File: config.mk
export PLATFORM = sky130hd
export DESIGN_NAME = serial_regport
export DESIGN_NICKNAME = d
export VERILOG_FILES = /design/src/rtl/serif_pkg.sv /design/src/rtl/serif_sync.sv /design/src/rtl/serif_edges.sv /design/src/rtl/serif_rx.sv /design/src/rtl/serif_tx.sv /design/src/rtl/serial_regport.sv
export SDC_FILE = /design/constraint.sdc
export NUM_CORES = 1
export LEC_CHECK = 0
export CAP_MARGIN = 5
export CORE_MARGIN = 4
export CORE_UTILIZATION = 45
export CTS_CLUSTER_SIZE = 14
export DETAILED_ROUTE_END_ITERATION = 8
export DONT_BUFFER_PORTS = 1
export PLACE_DENSITY = 0.62
export REMOVE_ABC_BUFFERS = 1
export SYNTH_ARGS = -nofsm -noshare
export SYNTH_HDL_FRONTEND = slang
export SYNTH_HIERARCHICAL = 1
export SYNTH_SLANG_ARGS = --single-unit
File: constraint.sdc
create_clock -name clk -period 3.2 [get_ports clk]
set_input_delay 0 -clock clk [delete_from_list [all_inputs] [get_ports clk]]
set_output_delay 0 -clock clk [all_outputs]
set_load 0.005 [all_outputs]
File: src/rtl/serif_pkg.sv
package serif_pkg;

  localparam int BYTE_W = 8;
  localparam int CNT_W  = $clog2(BYTE_W);

  // address windows, on the low seven bits of the pointer
  localparam logic [6:0] CLK_TOP  = 7'h1F;
  localparam logic [6:0] RAM_BASE = 7'h20;
  localparam logic [6:0] RAM_TOP  = 7'h7F;
  localparam logic [6:0] RSV_LO   = 7'h12;
  localparam logic [6:0] RSV_HI   = 7'h1F;
  localparam logic [6:0] CTRL_LOC = 7'h0F;
  localparam int         WP_BIT   = 6;

  typedef enum logic {PH_ADDR, PH_DATA} phase_t;

  // pointer advance with window wrap; bit 7 (direction) is preserved
  function automatic logic [BYTE_W-1:0] wrap_next(input logic [BYTE_W-1:0] a);
    if (a[6:0] == CLK_TOP)      return {a[7], 7'h00};
    else if (a[6:0] == RAM_TOP) return {a[7], RAM_BASE};
    else                        return a + 8'd1;
  endfunction

  function automatic logic in_reserved(input logic [BYTE_W-1:0] a);
    return (a[6:0] >= RSV_LO) && (a[6:0] <= RSV_HI);
  endfunction

endpackage

File: src/rtl/serif_sync.sv
module serif_sync #(
  parameter int WIDTH  = 3,
  parameter int STAGES = 2
) (
  input  logic             clk,
  input  logic             rst_n,
  input  logic [WIDTH-1:0] d,
  output logic [WIDTH-1:0] q
);
  localparam int CHAIN_W = WIDTH * STAGES;

  logic [CHAIN_W-1:0] chain;

  always_ff @(posedge clk or negedge rst_n) begin
    if (!rst_n) chain <= '0;
    else        chain <= {chain[CHAIN_W-WIDTH-1:0], d};
  end

  assign q = chain[CHAIN_W-1 -: WIDTH];
endmodule

File: src/rtl/serif_edges.sv
module serif_edges (
  input  logic clk,
  input  logic rst_n,
  input  logic wire3_mode,
  input  logic ce_s,
  input  logic sclk_s,
  output logic strobe,
  output logic shift
);
  logic sclk_q, ce_q, idle_hi;
  logic rise, fall, live;

  always_ff @(posedge clk or negedge rst_n) begin
    if (!rst_n) begin
      sclk_q  <= 1'b0;
      ce_q    <= 1'b0;
      idle_hi <= 1'b0;
    end else begin
      sclk_q <= sclk_s;
      ce_q   <= ce_s;
      if (ce_s && !ce_q) idle_hi <= sclk_s;   // polarity taken as CE opens
    end
  end

  assign rise = sclk_s & ~sclk_q;
  assign fall = ~sclk_s & sclk_q;
  assign live = ce_s & ce_q;

  // three-wire: latch rising, drive falling; SPI: latch on trailing edge
  assign strobe = live & (wire3_mode ? rise : (idle_hi ? rise : fall));
  assign shift  = live & (wire3_mode ? fall : (idle_hi ? fall : rise));
endmodule

File: src/rtl/serif_rx.sv
module serif_rx
  import serif_pkg::*;
(
  input  logic              clk,
  input  logic              rst_n,
  input  logic              clear,
  input  logic              strobe,
  input  logic              lsb_first,
  input  logic              din,
  output logic              byte_done,
  output logic [BYTE_W-1:0] byte_val,
  output logic [CNT_W-1:0]  count
);
  logic [BYTE_W-1:0] sh;

  assign byte_val  = lsb_first ? {din, sh[BYTE_W-1:1]} : {sh[BYTE_W-2:0], din};
  assign byte_done = strobe && (count == CNT_W'(BYTE_W-1));

  always_ff @(posedge clk or negedge rst_n) begin
    if (!rst_n) begin
      sh    <= '0;
      count <= '0;
    end else if (clear) begin
      sh    <= '0;
      count <= '0;
    end else if (strobe) begin
      sh    <= byte_val;
      count <= byte_done ? '0 : count + 1'b1;
    end
  end
endmodule

File: src/rtl/serif_tx.sv
module serif_tx
  import serif_pkg::*;
(
  input  logic              clk,
  input  logic              rst_n,
  input  logic              clear,
  input  logic              shift,
  input  logic              enable,
  input  logic              lsb_first,
  input  logic [BYTE_W-1:0] data,
  input  logic [CNT_W-1:0]  idx,
  output logic              sdo,
  output logic              oe
);
  logic [CNT_W-1:0] pos;

  assign pos = lsb_first ? idx : CNT_W'(BYTE_W-1) - idx;

  always_ff @(posedge clk or negedge rst_n) begin
    if (!rst_n) begin
      sdo <= 1'b0;
      oe  <= 1'b0;
    end else if (clear) begin
      sdo <= 1'b0;
      oe  <= 1'b0;
    end else if (shift && enable) begin
      sdo <= data[pos];
      oe  <= 1'b1;
    end
  end
endmodule

File: src/rtl/serial_regport.sv
module serial_regport
  import serif_pkg::*;
#(
  parameter int SYNC_STAGES = 2
) (
  input  logic              clk,
  input  logic              rst_n,
  input  logic              wire3_mode,
  input  logic              ce,
  input  logic              sclk,
  input  logic              sdi,
  output logic              sdo,
  output logic              sdo_oe,
  output logic [BYTE_W-1:0] reg_addr,
  output logic              reg_rd_en,
  input  logic [BYTE_W-1:0] reg_rd_data,
  output logic              reg_wr_en,
  output logic [BYTE_W-1:0] reg_wr_data,
  output logic [BYTE_W-1:0] reg_wr_mask,
  input  logic              wp_on,
  output logic              touch,
  output logic              snap
);
  localparam logic [BYTE_W-1:0] FULL_MASK = '1;
  localparam logic [BYTE_W-1:0] WP_MASK   = BYTE_W'(1) << WP_BIT;

  logic [2:0] pins_s;
  logic ce_s, sclk_s, sdi_s;
  logic strobe, shift;
  logic byte_done;
  logic [BYTE_W-1:0] byte_val;
  logic [CNT_W-1:0]  bit_idx;

  phase_t            phase;
  logic              rd_dir;
  logic [BYTE_W-1:0] ptr, ptr_next;
  logic              rd_vld_q, rsv_q;
  logic [BYTE_W-1:0] rd_buf;

  serif_sync #(.WIDTH(3), .STAGES(SYNC_STAGES)) u_sync (
    .clk(clk), .rst_n(rst_n), .d({ce, sclk, sdi}), .q(pins_s)
  );
  assign {ce_s, sclk_s, sdi_s} = pins_s;

  serif_edges u_edges (
    .clk(clk), .rst_n(rst_n), .wire3_mode(wire3_mode),
    .ce_s(ce_s), .sclk_s(sclk_s), .strobe(strobe), .shift(shift)
  );

  serif_rx u_rx (
    .clk(clk), .rst_n(rst_n), .clear(!ce_s), .strobe(strobe),
    .lsb_first(wire3_mode), .din(sdi_s),
    .byte_done(byte_done), .byte_val(byte_val), .count(bit_idx)
  );

  serif_tx u_tx (
    .clk(clk), .rst_n(rst_n), .clear(!ce_s), .shift(shift),
    .enable(phase == PH_DATA && rd_dir), .lsb_first(wire3_mode),
    .data(rd_buf), .idx(bit_idx), .sdo(sdo), .oe(sdo_oe)
  );

  assign ptr_next = wrap_next(ptr);

  always_ff @(posedge clk or negedge rst_n) begin
    if (!rst_n) begin
      phase       <= PH_ADDR;
      rd_dir      <= 1'b0;
      ptr         <= '0;
      rd_vld_q    <= 1'b0;
      rsv_q       <= 1'b0;
      rd_buf      <= '0;
      reg_addr    <= '0;
      reg_rd_en   <= 1'b0;
      reg_wr_en   <= 1'b0;
      reg_wr_data <= '0;
      reg_wr_mask <= '0;
      touch       <= 1'b0;
      snap        <= 1'b0;
    end else begin
      reg_rd_en <= 1'b0;
      reg_wr_en <= 1'b0;
      touch     <= 1'b0;
      snap      <= 1'b0;
      rd_vld_q  <= reg_rd_en;
      if (rd_vld_q) rd_buf <= rsv_q ? '0 : reg_rd_data;

      if (!ce_s) begin
        phase <= PH_ADDR;
      end else if (byte_done) begin
        if (phase == PH_ADDR) begin
          phase  <= PH_DATA;
          ptr    <= byte_val;
          rd_dir <= !byte_val[7];
          if (!byte_val[7]) begin
            reg_rd_en <= 1'b1;
            reg_addr  <= byte_val;
            rsv_q     <= in_reserved(byte_val);
            touch     <= 1'b1;
            snap      <= 1'b1;
          end
        end else if (rd_dir) begin
          ptr       <= ptr_next;
          reg_rd_en <= 1'b1;
          reg_addr  <= ptr_next;
          rsv_q     <= in_reserved(ptr_next);
          touch     <= 1'b1;
        end else begin
          ptr         <= ptr_next;
          touch       <= 1'b1;
          reg_addr    <= ptr;
          reg_wr_data <= byte_val;
          if (!wp_on) begin
            reg_wr_en   <= 1'b1;
            reg_wr_mask <= FULL_MASK;
          end else if (ptr[6:0] == CTRL_LOC) begin
            reg_wr_en   <= 1'b1;
            reg_wr_mask <= WP_MASK;
          end
        end
      end
    end
  end
endmodule

# After elaboration in Yosys (flattened, before gate mapping)

Index checks and enable logic that the tools add are counted.

Register bits after elaboration: 70
Latch bits: 0
Bits in writable memories: 0
ROM bits: 0
Input bits: 15
Output and inout port bits: 30
Memories kept: 0

$add $sub $neg: 3
Multipliers: 0
Divide/modulo/power cells: 0
Order comparisons: 5
Equality and inequality tests: 10
Shifts and indexed selects: 0
Multiplexer cells: 48
Bitwise gates (word level): 9
Reduce and logical (&&, ||, !) cells: 14

Operators with widths:

| cell                                                           | number |
|---|---|
| 2-to-1 mux 8 bit                                               | 12 |
| 2-to-1 mux 1 bit                                               | 31 |
| >= comparator 7 x 5 -> 1 bit, second input constant            | 2 |
| less-or-equal comparator 7 x 5 -> 1 bit, second input constant | 2 |
| 2-to-1 mux 3 bit                                               | 4 |
| inequality test 2 x 1 -> 1 bit, second input constant          | 6 |
| adder 8 x 1 -> 8 bit, second input constant                    | 1 |
| AND reduction 4 bit                                            | 2 |
| equality test 7 x 4 -> 1 bit, second input constant            | 1 |
| equality test 7 x 5 -> 1 bit, second input constant            | 1 |
| equality test 7 bit, second input constant                     | 1 |
| logical AND 1 bit                                              | 6 |
| AND reduction 3 bit                                            | 2 |
| AND 1 bit                                                      | 5 |
| AND reduction 5 bit                                            | 1 |
| less-than comparator 3 x 4 -> 1 bit, second input constant     | 1 |
| NOT 1 bit                                                      | 4 |
| adder 3 x 1 -> 3 bit, second input constant                    | 1 |
| binary-select mux 1 bit (select 3 bit)                         | 1 |
| equality test 3 bit, second input constant                     | 1 |
| subtractor 3 bit, first input constant                         | 1 |
| zero test 1 bit                                                | 2 |
| AND reduction 2 bit                                            | 1 |

# Longest topological paths before layout

Depth in word-level cells: 9
Depth in mapped cells: 12

# Modules after synthesis

The synthesis kept the hierarchy.

By module, submodules not included:

| module         | times used | cells an instance | area an instance (um^2) | sequential area each (um^2) |
|---|---|---|---|---|
| serial_regport | 1          | 221               | 2169.6                  | 1051.0 |
| serif_rx       | 1          | 50                | 643.1                   | 275.3 |
| serif_tx       | 1          | 34                | 274.0                   | 50.0 |
| serif_sync     | 1          | 9                 | 172.7                   | 150.1 |
| serif_edges    | 1          | 15                | 155.1                   | 75.1 |

# Least setup slack after synthesis

Ideal clock, no wire load.

Path kind: register to register
From: register u_sync.chain[4]
To: register rsv_q
Arrival: 2.183 ns
Data required time: 3.105 ns
Setup slack: 0.921 ns
Stages on the path, launching flop included: 12
Buffers on the path: 4
Period minus slack after synthesis: 2.279 ns
Path through: dfrtp_1 > buf_4 > nor2b_2 > nand2_1 > a21oi_1 > buf_2 > and2_1 > and2_1 > clkbuf_1 > clkbuf_1 > nand4_1 > o31ai_1

Cells in the longest elaborated chain, start to end: 7

RTL lines:

| what                              | line                  | text |
|---|---|---|
| start: declaration                | serif_sync.sv:12      | `logic [CHAIN_W-1:0] chain;` |
| start signal: assignment          | serif_sync.sv:16      | `else chain <= {chain[CHAIN_W-WIDTH-1:0], d};` |
| NOT 1 bit                         | serif_edges.sv:26     | `assign fall = ~sclk_s & sclk_q;` |
| AND 1 bit                         | serif_edges.sv:26     |  |
| 2-to-1 mux 1 bit                  | serif_edges.sv:30     | `assign strobe = live & (wire3_mode ? rise : (idle_hi ? rise : fall));` |
| 2-to-1 mux 1 bit (*)              | serif_edges.sv:30     |  |
| AND 1 bit (*)                     | serif_edges.sv:30     |  |
| via strobe                        | serial_regport.sv:29  | `logic strobe, shift;` |
| logical AND 1 bit (*)             | serif_rx.sv:17        | `assign byte_done = strobe && (count == CNT_W'(BYTE_W-1));` |
| via byte_done                     | serial_regport.sv:30  | `logic byte_done;` |
| AND reduction 4 bit (no line) (*) | n/a                   |  |
| end signal: assignment            | serial_regport.sv:97  | `rsv_q <= in_reserved(byte_val);` |
| end signal: assignment            | serial_regport.sv:105 | `rsv_q <= in_reserved(ptr_next);` |
| end: declaration                  | serial_regport.sv:37  | `logic rd_vld_q, rsv_q;` |

Mark *: on every way through the listed nets, which the timed path passes. The rest lies on a longest branch.
A chain may end at the register's enable or synchronous reset.

# Worst setup path in the final report

From: register u_rx.count[1]
To: register rsv_q

Cells in the longest elaborated chain, start to end: 3

RTL lines:

| what                          | line                 | text |
|---|---|---|
| start: declaration            | serif_rx.sv:12       | `output logic [CNT_W-1:0] count` |
| start signal: assignment      | serif_rx.sv:28       | `count <= byte_done ? '0 : count + 1'b1;` |
| equality test 3 bit           | serif_rx.sv:17       |  |
| logical AND 1 bit             | serif_rx.sv:17       |  |
| via byte_done                 | serial_regport.sv:30 |  |
| AND reduction 4 bit (no line) | n/a                  |  |

The timed path passes the listed nets, and every way through them passes these cells.

==> run summary <==
status: finished, final reports clean
Die X: 95.1 µm
Worst Path Arrival: 2.68 ns
Slew @ Worst Pin: 0.904 ns
per-cell routed wire length: 16.6 µm
max cap viols: 0
Area Growth Syn to Fin: 9.34%
CTS tree: done
period utilization: 76.6%
M3 GR Usage: 6.95%
Overflow after GRT: 0
internal power component: 1.22 mW
power share of the sequential group: 51.3%
pin count of the biggest net entering global routing: 65
Rows: 31
die height: 95.1 µm
Synth Cell Area: 3410 µm²
Final ANT Viol Nets: 0
fin crit period: 2.45 ns
Yosys top cell area share: 46.9%
clk_lat worst skew: 0.34 ns
Peak Freq: 408 MHz
TritonCTS buffer count: 9
RSZ-0062 raised after global routing: no
fin. max-slew vios: 0
final setup skew: 0.00492 ns
nets@finish: 348
Setup TNS: 0 ns
gr usage total: 17.1%
Comb power frac: 5.8%
CTS hold repair buffers: 15
DRC Markers: 0
Sw Share: 24.3%
Via-to-Cell Ratio: 5.50
CTS root buffer: clkbuf_8
sequential-to-total area share from yosys stat: 46.9%
met2 Track Usage GR: 24.1%
initial core utilization: 46.6%
Post-CTS Setup Inserts: 0
PD cells: 433 nW/µm²
CTS H-tree lvls: 3
Synth area leader: dfrtp_1
GRT met1 Usage: 24.2%
clock buffer depth: 2
Worst-path clk slew: 0.07 ns
Setup CP Type: reg2reg
Synth area leaders: dfrtp_1 47%, mux2_4 4.0%, o21ai_0 3.2%
Cell variety after synth: 57
post-DP HPWL: 4600 µm
Final Setup Violations: 0
post-route insts no fill: 432
initial drt markers: 68
initial antenna violation count: 0
core area: 7330 µm²
Post-synth top cells: 64 x dfrtp_1, 23 x nor2_1, 22 x o21ai_0
GRT busiest layer: met1
# resized after CTS: 0
Worst Path Required: 3.43 ns
Leakage Power: 1.64 nW
Crit. End Element: register
share of layout cells above drive strength 1: 14.7%
Primary FF master, synth: dfrtp_1
Hold Path Class: in2reg
most frequent cell after synthesis: dfrtp_1
Cells after Synth: 329
first-pass GRT wire length: 11800 µm
switching power of the nets: 0.394 mW
crit start category: register
final RePlAce weighted congestion: 0.797
fraction of registers with async set/reset: 100%
Hold Fails Final Rpt: 0
number of global-route vias before repair: 2314
worst vdd ir: 250 µV
Mapped Avg Cell Area: 10.4 µm²
num ports: 45
first drt pass iteration count: 4
Placed Instances: 401
# port buffers: 0
synth warn: 6
routed vias: 2375
worst-path fanout max: 15
clock network power share: 42.9%
#FFs+latches synth: 64
Ant. Diodes: 0
EDFF count, synth: 0
clock tree sinks: 64
slew margin rel.: 39.7%
die area: 9050 µm²
DRT Wirelength: 7170 µm
-- power by group through the flow --
stage,Sequential [mW],Clock [mW],Combinational (mW)
floorplan,0.843,0,0.0453
CTS,0.830,0.723,0.0951
detailed placement,0.846,0,0.0576
finish,0.830,0.694,0.0936
global placement,0.846,0,0.0574
global route,0.831,0.757,0.104
-- critical path, stage by stage (launching register included) --
cell and delay, ns:
dfrtp_1 0.63, ha_1 0.23, ha_1 0.18, and2_1 0.19
nand2_1 0.33, a211oi_1 0.43, mux2i_1 0.24, o31ai_1 0.09
-- layer usage --
layer	vias up	wire (µm)
li1	1152	-
met1	1146	3500
met2	73	3110
met3	4	509
met4	0	51
met5	-	0
-- sequential cells by signal, summed over array words and instances (netlist names), 2 cells and up --
name,count
ptr,8
rd_buf,8
reg_addr,8
reg_wr_data,8
u_rx/sh,8
u_sync/chain,6
u_rx/count,3
reg_wr_mask,2
-- per-stage QoR --
stage	hold slack [ns]	cell area [µm²]	setup WS [ns]	util [%]	power (mW)
3_3_place_gp	-0.294	3370	0.872	46.0	0.903
6_report	0.0263	3730	0.748	50.9	1.62
2_1_floorplan	-0.296	3230	0.750	-	0.889
3_5_place_dp	-0.293	3370	0.772	46.0	0.904
4_1_cts	0.00735	3730	0.752	50.9	1.65
5_1_grt	0.0252	3730	0.504	50.9	1.69
-- cells by family (layout without fill, tap and decap cells) --
family / Yosys count / count (layout) / share of synthesized area (%)
and+or+nand+nor: 98 / 98 / 16.9
AOI/OAI and AO/OA: 86 / 86 / 16.9
DFF: 64 / 64 / 46.9
buffers and inverters: 45 / 49 / 7.15
muxes: 24 / 24 / 8.61
xor gates and xnor gates: 7 / 7 / 1.80
adders and majority gates: 5 / 5 / 1.83
-- area by class of cell --
class / count / area (µm²)
fill: 659 / 3600
sequential: 64 / 1600
multi-input combinational: 220 / 1570
timing repair buffer: 17 / 183
clock buffer: 9 / 124
tap: 99 / 124
clock inverter: 7 / 72.6
inverter: 16 / 60.1
-- final timing paths --
| path | from | cells after the start | slack (ns) | end |
|---|---|---|---|---|
| hold reg to reg | u_sync/chain[1] | 0 | 0.35 | u_sync/chain[4] |
| min in group asynchronous | rst_n | 2 | 0.19 | u_rx/count[0] |
| setup / recovery | u_rx/count[1] | 7 | 0.75 | rsv_q |
| max in group asynchronous | rst_n | 2 | 2.73 | reg_addr[2] |
| setup reg to reg | u_rx/count[1] | 7 | 0.75 | rsv_q |
| hold / removal | wire3_mode | 4 | 0.03 | u_tx/sdo |
-- cells in the final DEF, fill, tap and decap left out, types with 2 or more instances in the layout --
master          n
o22ai_1         2
nand2b_1        3
o21ai_1         3
nor2_1         23
xnor2_1         5
o22a_1          2
mux2_2          7
nand3_1         8
and2_1          4
dfrtp_1        64
nand3b_1       12
dlygate4sd3_1  14
nor3_1          3
a211o_1         2
nand2_1        15
or2_1           3
nor4b_1         2
a31oi_1         6
o21a_1         10
clkinv_2        2
and3_1          3
nand4_1         2
clkinv_4        2
mux2i_1         8
a211oi_1        3
clkinvlp_4      2
nor4bb_1        3
xor2_1          2
nor2b_1         3
clkbuf_8        9
nor4_1          2
inv_1          16
or4_1           3
o21ai_0        22
ha_1            5
mux2_4          9
a21oi_1        17
o21ba_2         8
buf_4           2
Note: power is estimated with default switching activity, not from simulation.
